### src/rtl/simd_mul_pkg.sv
package simd_mul_pkg;

  localparam int LANE_W   = 32;
  localparam int WIDE_W   = 18;
  localparam int NARROW_W = 9;
  localparam int NARROW_N = 2;

  typedef enum logic [1:0] {
    MODE_WORD  = 2'd0,
    MODE_HALF  = 2'd1,
    MODE_BYTE  = 2'd2,
    MODE_BYTE2 = 2'd3
  } mode_e;

  typedef struct packed {
    mode_e mode;
    logic  sgn;
    logic  hi;
  } ctrl_t;

  function automatic logic is_byte(mode_e m);
    return m[1];
  endfunction

endpackage

### src/rtl/smul_operand_prep.sv
module smul_operand_prep
  import simd_mul_pkg::*;
#(
  parameter int LW = LANE_W,
  parameter int WW = WIDE_W,
  parameter int NW = NARROW_W,
  parameter int NN = NARROW_N
) (
  input  logic [LW-1:0]         a,
  input  logic [LW-1:0]         b,
  input  ctrl_t                 ctrl,
  output logic [3:0][WW-1:0]    wa,
  output logic [3:0][WW-1:0]    wb,
  output logic [NN-1:0][NW-1:0] na,
  output logic [NN-1:0][NW-1:0] nb
);
  localparam int HW = LW / 2;
  localparam int BW = LW / 4;

  function automatic logic [WW-1:0] ext_h(logic [HW-1:0] v, logic s);
    return {{(WW-HW){s & v[HW-1]}}, v};
  endfunction

  function automatic logic [WW-1:0] ext_b(logic [BW-1:0] v, logic s);
    return {{(WW-BW){s & v[BW-1]}}, v};
  endfunction

  logic [HW-1:0] a_lo, a_hi, b_lo, b_hi;
  assign a_lo = a[HW-1:0];
  assign a_hi = a[LW-1:HW];
  assign b_lo = b[HW-1:0];
  assign b_hi = b[LW-1:HW];

  // index 0: low x low, 1: high(a) x low(b), 2: low(a) x high(b), 3: high x high
  always_comb begin
    wa = '0;
    wb = '0;
    unique case (ctrl.mode)
      MODE_WORD: begin
        wa[0] = ext_h(a_lo, 1'b0);       wb[0] = ext_h(b_lo, 1'b0);
        wa[1] = ext_h(a_hi, ctrl.sgn);   wb[1] = ext_h(b_lo, 1'b0);
        wa[2] = ext_h(a_lo, 1'b0);       wb[2] = ext_h(b_hi, ctrl.sgn);
        wa[3] = ext_h(a_hi, ctrl.sgn);   wb[3] = ext_h(b_hi, ctrl.sgn);
      end
      MODE_HALF: begin
        wa[0] = ext_h(a_lo, ctrl.sgn);   wb[0] = ext_h(b_lo, ctrl.sgn);
        wa[3] = ext_h(a_hi, ctrl.sgn);   wb[3] = ext_h(b_hi, ctrl.sgn);
      end
      default: begin
        wa[0] = ext_b(a[BW-1:0], ctrl.sgn);    wb[0] = ext_b(b[BW-1:0], ctrl.sgn);
        wa[1] = ext_b(a[2*BW-1:BW], ctrl.sgn); wb[1] = ext_b(b[2*BW-1:BW], ctrl.sgn);
      end
    endcase
  end

  for (genvar g = 0; g < NN; g++) begin : g_narrow
    localparam int POS = (2 + g) * BW;
    always_comb begin
      if (is_byte(ctrl.mode)) begin
        na[g] = {{(NW-BW){ctrl.sgn & a[POS+BW-1]}}, a[POS +: BW]};
        nb[g] = {{(NW-BW){ctrl.sgn & b[POS+BW-1]}}, b[POS +: BW]};
      end else begin
        na[g] = '0;
        nb[g] = '0;
      end
    end
  end

endmodule

### src/rtl/smul_partial_products.sv
module smul_partial_products
  import simd_mul_pkg::*;
#(
  parameter int WW = WIDE_W,
  parameter int NW = NARROW_W,
  parameter int NN = NARROW_N
) (
  input  logic                    clk,
  input  logic                    rst_n,
  input  logic                    in_valid,
  input  ctrl_t                   in_ctrl,
  input  logic [3:0][WW-1:0]      wa,
  input  logic [3:0][WW-1:0]      wb,
  input  logic [NN-1:0][NW-1:0]   na,
  input  logic [NN-1:0][NW-1:0]   nb,
  output logic                    pp_valid,
  output ctrl_t                   pp_ctrl,
  output logic [3:0][2*WW-1:0]    wp,
  output logic [NN-1:0][2*NW-1:0] np
);
  // stage 1: operand registers
  logic                  s1_valid_q;
  ctrl_t                 s1_ctrl_q, s1_ctrl_d;
  logic [3:0][WW-1:0]    s1_wa_q, s1_wa_d, s1_wb_q, s1_wb_d;
  logic [NN-1:0][NW-1:0] s1_na_q, s1_na_d, s1_nb_q, s1_nb_d;

  always_comb begin
    s1_ctrl_d = s1_ctrl_q;
    s1_wa_d   = s1_wa_q;
    s1_wb_d   = s1_wb_q;
    s1_na_d   = s1_na_q;
    s1_nb_d   = s1_nb_q;
    if (in_valid) begin
      s1_ctrl_d = in_ctrl;
      s1_wa_d   = wa;
      s1_wb_d   = wb;
      s1_na_d   = na;
      s1_nb_d   = nb;
    end
  end

  always_ff @(posedge clk or negedge rst_n) begin
    if (!rst_n) begin
      s1_valid_q <= 1'b0;
      s1_ctrl_q  <= '0;
      s1_wa_q    <= '0;
      s1_wb_q    <= '0;
      s1_na_q    <= '0;
      s1_nb_q    <= '0;
    end else begin
      s1_valid_q <= in_valid;
      s1_ctrl_q  <= s1_ctrl_d;
      s1_wa_q    <= s1_wa_d;
      s1_wb_q    <= s1_wb_d;
      s1_na_q    <= s1_na_d;
      s1_nb_q    <= s1_nb_d;
    end
  end

  // behavioural partial-product multipliers
  logic [3:0][2*WW-1:0]    wp_c;
  logic [NN-1:0][2*NW-1:0] np_c;

  for (genvar w = 0; w < 4; w++) begin : g_wide
    logic signed [2*WW-1:0] prod;
    assign prod    = $signed(s1_wa_q[w]) * $signed(s1_wb_q[w]);
    assign wp_c[w] = prod;
  end

  for (genvar n = 0; n < NN; n++) begin : g_nar
    logic signed [2*NW-1:0] prod;
    assign prod    = $signed(s1_na_q[n]) * $signed(s1_nb_q[n]);
    assign np_c[n] = prod;
  end

  // stage 2: product registers
  ctrl_t                   s2_ctrl_d;
  logic [3:0][2*WW-1:0]    s2_wp_d;
  logic [NN-1:0][2*NW-1:0] s2_np_d;

  always_comb begin
    s2_ctrl_d = pp_ctrl;
    s2_wp_d   = wp;
    s2_np_d   = np;
    if (s1_valid_q) begin
      s2_ctrl_d = s1_ctrl_q;
      s2_wp_d   = wp_c;
      s2_np_d   = np_c;
    end
  end

  always_ff @(posedge clk or negedge rst_n) begin
    if (!rst_n) begin
      pp_valid <= 1'b0;
      pp_ctrl  <= '0;
      wp       <= '0;
      np       <= '0;
    end else begin
      pp_valid <= s1_valid_q;
      pp_ctrl  <= s2_ctrl_d;
      wp       <= s2_wp_d;
      np       <= s2_np_d;
    end
  end

  // unsigned operands give non-negative wide products
  for (genvar w = 0; w < 4; w++) begin : g_chk_w
    assert_unsigned_nonneg_R5 : assert property (@(posedge clk) disable iff (!rst_n)
      (pp_valid && !pp_ctrl.sgn) |-> !wp[w][2*WW-1])
      else $error("unsigned wide product %0d negative", w);
  end

  // byte products fit in 16 bits, so no element needs more
  for (genvar n = 0; n < NN; n++) begin : g_chk_n
    assert_byte_fits_R4 : assert property (@(posedge clk) disable iff (!rst_n)
      (pp_valid && is_byte(pp_ctrl.mode)) |->
        (pp_ctrl.sgn ? (np[n][2*NW-1:2*NW-3] == 3'b000 || np[n][2*NW-1:2*NW-3] == 3'b111)
                     : (np[n][2*NW-1:2*NW-2] == 2'b00)))
      else $error("byte product %0d exceeds element range", n);
  end

endmodule

### src/rtl/smul_combine.sv
module smul_combine
  import simd_mul_pkg::*;
#(
  parameter int LW = LANE_W,
  parameter int WW = WIDE_W,
  parameter int NW = NARROW_W,
  parameter int NN = NARROW_N
) (
  input  logic                    clk,
  input  logic                    rst_n,
  input  logic                    pp_valid,
  input  ctrl_t                   pp_ctrl,
  input  logic [3:0][2*WW-1:0]    wp,
  input  logic [NN-1:0][2*NW-1:0] np,
  output logic                    res_valid,
  output logic [LW-1:0]           res
);
  localparam int DW = 2 * LW;
  localparam int HW = LW / 2;
  localparam int BW = LW / 4;

  function automatic logic [DW-1:0] sx(logic [2*WW-1:0] v);
    return {{(DW-2*WW){v[2*WW-1]}}, v};
  endfunction

  logic [DW-1:0]          word_p;
  logic [1:0][LW-1:0]     half_p;
  logic [3:0][2*BW-1:0]   byte_p;
  logic [LW-1:0]          res_c, res_d;

  always_comb begin
    word_p = sx(wp[0]) + ((sx(wp[1]) + sx(wp[2])) << HW) + (sx(wp[3]) << LW);
    half_p[0] = wp[0][LW-1:0];
    half_p[1] = wp[3][LW-1:0];
    byte_p[0] = wp[0][2*BW-1:0];
    byte_p[1] = wp[1][2*BW-1:0];
    for (int i = 0; i < NN; i++) byte_p[2+i] = np[i][2*BW-1:0];
  end

  always_comb begin
    res_c = '0;
    unique case (pp_ctrl.mode)
      MODE_WORD: res_c = pp_ctrl.hi ? word_p[DW-1:LW] : word_p[LW-1:0];
      MODE_HALF: begin
        for (int i = 0; i < 2; i++)
          res_c[i*HW +: HW] = pp_ctrl.hi ? half_p[i][LW-1:HW] : half_p[i][HW-1:0];
      end
      default: begin
        for (int i = 0; i < 4; i++)
          res_c[i*BW +: BW] = pp_ctrl.hi ? byte_p[i][2*BW-1:BW] : byte_p[i][BW-1:0];
      end
    endcase
  end

  always_comb begin
    res_d = res;
    if (pp_valid) res_d = res_c;
  end

  always_ff @(posedge clk or negedge rst_n) begin
    if (!rst_n) begin
      res_valid <= 1'b0;
      res       <= '0;
    end else begin
      res_valid <= pp_valid;
      res       <= res_d;
    end
  end

  assert_hold_R9 : assert property (@(posedge clk) disable iff (!rst_n)
    !pp_valid |=> $stable(res))
    else $error("result changed without a new product");

endmodule

### src/rtl/simd_mul_lane.sv
module simd_mul_lane
  import simd_mul_pkg::*;
#(
  parameter int LW = LANE_W,
  parameter int WW = WIDE_W,
  parameter int NW = NARROW_W,
  parameter int NN = NARROW_N
) (
  input  logic          clk,
  input  logic          rst_n,
  input  logic          in_valid,
  input  logic [LW-1:0] in_a,
  input  logic [LW-1:0] in_b,
  input  logic [1:0]    in_mode,
  input  logic          in_signed,
  input  logic          in_high,
  output logic          out_valid,
  output logic [LW-1:0] out_result
);
  ctrl_t                   ctrl;
  logic [3:0][WW-1:0]      wa, wb;
  logic [NN-1:0][NW-1:0]   na, nb;
  logic                    pp_valid;
  ctrl_t                   pp_ctrl;
  logic [3:0][2*WW-1:0]    wp;
  logic [NN-1:0][2*NW-1:0] np;

  assign ctrl.mode = mode_e'(in_mode);
  assign ctrl.sgn  = in_signed;
  assign ctrl.hi   = in_high;

  smul_operand_prep #(.LW(LW), .WW(WW), .NW(NW), .NN(NN)) u_prep (
    .a    (in_a),
    .b    (in_b),
    .ctrl (ctrl),
    .wa   (wa),
    .wb   (wb),
    .na   (na),
    .nb   (nb)
  );

  smul_partial_products #(.WW(WW), .NW(NW), .NN(NN)) u_pp (
    .clk      (clk),
    .rst_n    (rst_n),
    .in_valid (in_valid),
    .in_ctrl  (ctrl),
    .wa       (wa),
    .wb       (wb),
    .na       (na),
    .nb       (nb),
    .pp_valid (pp_valid),
    .pp_ctrl  (pp_ctrl),
    .wp       (wp),
    .np       (np)
  );

  smul_combine #(.LW(LW), .WW(WW), .NW(NW), .NN(NN)) u_comb (
    .clk       (clk),
    .rst_n     (rst_n),
    .pp_valid  (pp_valid),
    .pp_ctrl   (pp_ctrl),
    .wp        (wp),
    .np        (np),
    .res_valid (out_valid),
    .res       (out_result)
  );

  assert_latency_R7 : assert property (@(posedge clk) disable iff (!rst_n)
    in_valid |-> ##3 out_valid)
    else $error("accepted operands produced no result after 3 edges");

endmodule

### config.mk
export PLATFORM = sky130hd
export DESIGN_NAME = simd_mul_lane
export DESIGN_NICKNAME = d
export VERILOG_FILES = /design/src/rtl/simd_mul_pkg.sv /design/src/rtl/smul_operand_prep.sv /design/src/rtl/smul_partial_products.sv /design/src/rtl/smul_combine.sv /design/src/rtl/simd_mul_lane.sv
export SDC_FILE = /design/constraint.sdc
export NUM_CORES = 2
export LEC_CHECK = 0
export BUFFER_PORTS_ARGS = -buffer_cell sky130_fd_sc_hd__buf_2
export CAP_MARGIN = 25
export CORE_ASPECT_RATIO = 1.5
export CORE_MARGIN = 10
export CORE_UTILIZATION = 23
export CTS_CLUSTER_DIAMETER = 150
export CTS_CLUSTER_SIZE = 10
export DETAILED_ROUTE_END_ITERATION = 7
export PLACE_DENSITY = 0.37
export SKIP_CTS_REPAIR_TIMING = 1
export SLEW_MARGIN = 20
export SYNTH_ARGS = -nofsm -noshare
export SYNTH_HDL_FRONTEND = slang
export SYNTH_SLANG_ARGS = --single-unit
### constraint.sdc
create_clock -name clk -period 11.3 [get_ports clk]
set_clock_uncertainty 0.1 [all_clocks]
set_input_delay 0.565 -clock clk [delete_from_list [all_inputs] [get_ports clk]]
set_output_delay 0.565 -clock clk [all_outputs]
set_load 0.005 [all_outputs]
Yosys cells after proc, flatten, opt, wreduce, memory -nomap -nowiden
Index checks and enable logic that the tools add are counted.
{"block": "op_classes", "add_sub_neg": 3, "eq_ne": 2, "muxes": 20, "multipliers": 6, "bitwise_logic": 8, "n_reduce_logical": 3}
{"op": "one-hot mux 18 bit (2 select lines)", "count": 4}
{"op": "adder 64 bit", "count": 2}
{"op": "multiplier 18 x 18 -> 36 bit", "count": 2}
{"op": "one-hot mux 32 bit (2 select lines)", "count": 1}
{"op": "2-to-1 mux 18 bit", "count": 3}
{"op": "2-to-1 mux 16 bit", "count": 3}
{"op": "adder 36 x 36 -> 37 bit", "count": 1}
{"op": "2-to-1 mux 9 bit", "count": 4}
{"op": "multiplier 17 x 18 -> 35 bit", "count": 1}
{"op": "multiplier 18 x 18 -> 32 bit", "count": 1}
{"op": "multiplier 9 x 9 -> 16 bit", "count": 2}
{"op": "2-to-1 mux 32 bit", "count": 1}
{"op": "2-to-1 mux 8 bit", "count": 4}
{"op": "bitwise AND 1 bit", "count": 8}
{"op": "== test 2 x 1 -> 1 bit, second input constant", "count": 2}
{"op": "logical NOT 2 bit", "count": 2}
{"op": "OR reduction 2 bit", "count": 1}
{"block": "word_totals", "wordCells": 68, "register_bits": 391, "output_inout_bits": 33, "inputBits": 71}

Longest topological paths before layout
{"block": "depth", "depth_word": 5, "mapped_depth": 27, "mapped_depth_nobuf": 26}

By module
From an unflattened synthesis, not the netlist that was laid out.
{"block": "hier_totals", "hier_cells": 7958, "hier_area_um2": 76651.0}
{"mod": "smul_partial_products", "area_each_um2": 67613.6, "seq_area_each_um2": 9258.9, "n_inst": 1, "cells_each": 6814}
{"mod": "smul_combine", "area_each_um2": 7553.5, "seq_area_each_um2": 825.8, "n_inst": 1, "cells_each": 917}
{"mod": "smul_operand_prep", "area_each_um2": 1483.9, "seq_area_each_um2": 0.0, "n_inst": 1, "cells_each": 227}

Least setup slack after synthesis
OpenSTA, ideal clock, no wires.
{"block": "synth_path", "kind": "register to register", "startpoint": "register u_pp.s1_wa_q[31] (netlist name)", "endpoint": "register u_pp.wp[70] (netlist name)", "setup_ns": 0.125, "t_required_ns": 11.075, "setup_slack_ns": 4.804, "path_stages_with_launch": 26, "arrival_ns": 6.272, "path_cell_list": "dfrtp_1 clkbuf_1 clkbuf_1 nand2_1 fa_1 inv_1 fa_1 inv_1 fa_1 inv_1 fa_1 fa_1 inv_1 fa_1 inv_1 ha_1 a21o_1 a221o_1 a21oi_1 a2bb2oi_2 nand2_1 o41ai_2 o21ai_1 a21oi_1 xnor2_1 mux2_2"}
{"block": "synth_via", "elab_chain_len": 1}
{"element": "from (decl)", "line": "smul_partial_products.sv:24", "text": "logic [3:0][WW-1:0] s1_wa_q, s1_wa_d, s1_wb_q, s1_wb_d;"}
{"element": "from (signal assigned)", "line": "smul_partial_products.sv:53", "text": "s1_wa_q <= s1_wa_d;"}
{"element": "multiplier 18 x 18 -> 36 bit", "line": "smul_partial_products.sv:66", "text": "assign prod = $signed(s1_wa_q[w]) * $signed(s1_wb_q[w]);"}
{"element": "to (signal assigned)", "line": "smul_partial_products.sv:101", "text": "wp <= s2_wp_d;"}
{"element": "to (decl)", "line": "smul_partial_products.sv:18", "text": "output logic [3:0][2*WW-1:0] wp,"}
Every way passes these cells.
A chain may end at the register's enable or synchronous reset.

Worst setup path in the final report
{"block": "layout_path", "startpoint": "register u_pp.s1_wb_q[16] (netlist name)", "endpoint": "register u_pp.wp[35] (netlist name)"}
{"block": "layout_via", "elab_chain_len": 1}
{"element": "from (decl)", "line": "smul_partial_products.sv:24"}
{"element": "from (signal assigned)", "line": "smul_partial_products.sv:54", "text": "s1_wb_q <= s1_wb_d;"}
{"element": "multiplier 18 x 18 -> 36 bit", "line": "smul_partial_products.sv:66"}
Every way passes these cells.

==> out/results.ini <==
[placement]
port_buffers = 103
dp_hpwl_mm = 209
place.gp.congestion = 0.863

[worst_setup_path]
worstPathRequired_ns = 11.80
rr_startpoint = u_pp.s1_wb_q[16]
cp-startpoint = u_pp.s1_wb_q[16]
r2r_cells = 21
crit_top_cell = fa_1
critical_path.max_stage_delay_ns = 0.76
cp_num_buf_inv = 3
critPathTopFamily = adder cells
crit_fanout = 19
r2r-end = u_pp.wp[35]
critPathArrivalTime_ns = 8.01
timing_worst_setup_path_type = flip-flop to flip-flop
cp-end-kind = flip-flop
crit_slowest_cell = dfrtp_1
cp_cell_sequence = clkinv_1 -> nor2_1 -> fa_1 -> fa_1 -> fa_1 -> fa_1 -> fa_1 -> inv_1 -> fa_1 -> inv_1 -> ha_1 -> a21o_1 -> a21o_1 -> a221oi_1 -> o21ai_0 -> a21oi_1 -> a21oi_1 -> a21oi_1 -> a21oi_1 -> or3_1 -> a31oi_1
cp.depth = 21
reg2reg_slack_ns = 3.79
endpoint = u_pp.wp[35]
crit_path_start_kind = flip-flop

[floorplanning]
die_x_um = 471
core_area_um2 = 304000
num_io_pins = 104
start_util_pct = 23.1
row_count = 248
die-area_um2 = 329000
die_h_um = 697

[sta]
slew_headroom_pct = 30.1
setup_tns_ns = 0
fmax_mhz = 133
finalMaxSlewViolations = 0
worstMarginPinSlew_ns = 1.05
post-route-period-util_pct = 66.5
period_needed_ns = 7.51
setup_violations = 0
hold_viol_final = 0
rsz0062_at_grt = no

[clock_tree]
cts_max_level = 2
clkTransAtPathRegs_ns = 0.08
cts_root_buf = clkbuf_16
clock-sinks = 383
cts_buffers = 45
clk_latency_ns = 0.67
clockBufferDepth = 3
cts_tree = done

[finish]
drive_gt1_share_pct = 5.53
syn2layout_area_growth_pct = 8.53
nets = 9547

[logic_synthesis]
ys_seq_elements = 383
synth_edf_count = 0
synth-async-reset-ratio_pct = 100
yosys.cell_types.count = 87
syn-cell-area_um2 = 70300
yosys_most_used_dff = dfrtp_1
synthCells = 7705
synth_top_area_cell = fa_1
seq_area_frac_synth_pct = 13.6
yosysTopAreaCellShare_pct = 39.0
synth_area_per_cell_um2 = 9.13
mappedNetlistNets = 9668
yosysWarnings = 0
ys_top_cells_by_area = fa_1, dfrtp_1, ha_1

[detailed_routing]
dr_total_vias = 50900
drc_errors = 0
first_iter_violations = 2408
ant_nets = 0
first_pass_iters = 5
drt-total-wl_mm = 250
drt-wirelength-per-cell_um = 21.6
via_per_inst = 4.39

[grt]
grt_overflow = 0
grt_pass1_wl_mm = 379
grt_usage_pct = 15.2
grt_pass1_vias = 57800
antenna_found_initial = 23
grt_max_degree = 174

[min_path]
min_path_type = primary input to flip-flop

[job]
drv_cap = 0

[run_status]
outcome = finished, final reports clean

==> kinds of logic (layout without fill, tap and decap cells) <==
family	Yosys count	count (layout)	synth area share (%)
flops	383	383	13.6
mux	162	162	2.52
buf+inv	2069	1956	11.2
fa+ha+maj	1892	1892	48.3
compound gates	938	938	8.47
simple gates	2018	2018	12.9
xor+xnor	243	243	3.03
other cells	0	4	0
==> flip-flops by register name, indices dropped and copies added, names as in the netlist <==
name	cells
u_pp.s1_na_q	18
u_pp.s1_wa_q	67
u_pp.pp_ctrl	3
u_comb.res_valid	1
u_pp.s1_ctrl_q	3
u_pp.s1_valid_q	1
u_comb.res	32
u_pp.np	32
u_pp.wp	139
u_pp.pp_valid	1
u_pp.s1_wb_q	68
u_pp.s1_nb_q	18
==> area by class of cell <==
cell class	instances	area, µm²
fill	33000	228000
multi-input combinational	5253	52900
sequential	383	9590
inverter	1730	6490
tap	4000	5000
clock buffer	50	1160
timing repair buffer	171	1100
clock inverter	5	36.3
antenna	4	10.0
==> synth_stat cells (12+ instances only) <==
| master | count |
|---|---|
| inv_1 | 1721 |
| fa_1 | 1370 |
| nand2_1 | 975 |
| ha_1 | 522 |
| nor2_1 | 387 |
| dfrtp_1 | 383 |
| and2_1 | 312 |
| clkbuf_1 | 300 |
| a21oi_1 | 287 |
| o21ai_0 | 208 |
| xnor2_1 | 195 |
| mux2_2 | 120 |
| nand3_1 | 114 |
| a21o_1 | 96 |
| nor2b_1 | 72 |
| xor2_1 | 48 |
| nand2b_1 | 43 |
| mux2i_1 | 42 |
| a31o_2 | 40 |
| o21bai_1 | 37 |
| nor3_1 | 36 |
| o22ai_1 | 31 |
| a211oi_1 | 28 |
| and3_1 | 26 |
| a31oi_1 | 24 |
| buf_1 | 23 |
| o21a_1 | 23 |
| o21ai_1 | 19 |
| a22oi_1 | 18 |
| o221ai_1 | 17 |
| a221oi_1 | 15 |
| a211o_1 | 14 |
| or3_1 | 12 |
==> routing by layer <==
layer | vias up | share of wire [%] | global-route usage (%)
met3 | 285 | 2.8 | 1.41
met1 | 26600 | 39 | 17.5
met5 | - | 0.052 | 0
met4 | 18 | 3.4 | 4.58
met2 | 824 | 54 | 29.4
li1 | 23200 | - | -
==> metrics by stage <==
step / setup WS, ns / std cells / util, % / area [µm²] / hold slack, ns
finish: 3.79 / 11600 / 25.1 / 76300 / 0.0676
global route: 3.32 / 11600 / 25.1 / 76300 / 0.0705
CTS: 3.73 / 11600 / 25.1 / 76300 / -0.130
detailed placement: 3.73 / 11500 / 24.7 / 75100 / 0.374
global placement: 3.78 / 11500 / 24.7 / 75000 / 0.368
floorplan: 4.80 / 7705 / - / 70300 / 0.169
==> worst register-to-register path: cells and delay by family (launching register included) <==
family | cells | cell delay [ns]
adders and majority gates | 7 | 3.31
AOI/OAI and AO/OA | 9 | 1.88
buffers and inverters | 3 | 0.79
DFF | 1 | 0.76
and+or+nand+nor | 2 | 0.63
==> cells in the final DEF, fill, tap and decap left out, types with 17 or more instances in the layout <==
cell          n
inv_1      1719
fa_1       1370
nand2_1     975
ha_1        522
nor2_1      386
dfrtp_1     380
and2_1      312
a21oi_1     287
o21ai_0     208
xnor2_1     195
mux2_2      120
nand3_1     114
buf_2       100
a21o_1       96
nor2b_1      72
buf_4        63
xor2_1       48
clkbuf_16    45
nand2b_1     43
mux2i_1      42
a31o_2       40
o21bai_1     37
nor3_1       35
o22ai_1      31
a211oi_1     28
and3_1       26
o21a_1       23
a31oi_1      23
o21ai_1      19
a22oi_1      18
o221ai_1     17
==> how the worst min path moves through the flow <==
stage | startpoint | slack, ns | cells after the start | to
global placement | u_pp.s1_ctrl_q[3] | 0.37 | 2 | u_pp.pp_ctrl[3]
CTS | rst_n | -0.13 | 1 | u_pp.wp[128]
finish | in_high | 0.07 | 2 | u_pp.s1_ctrl_q[0]
global route | in_high | 0.07 | 2 | u_pp.s1_ctrl_q[0]
detailed placement | u_pp.s1_ctrl_q[3] | 0.37 | 2 | u_pp.pp_ctrl[3]
floorplan | rst_n | 0.17 | 0 | u_comb.res[0]
Power is left out: the tool's default activity adds up to more than one toggle a clock period on the data nets, which glitch-free logic cannot reach.
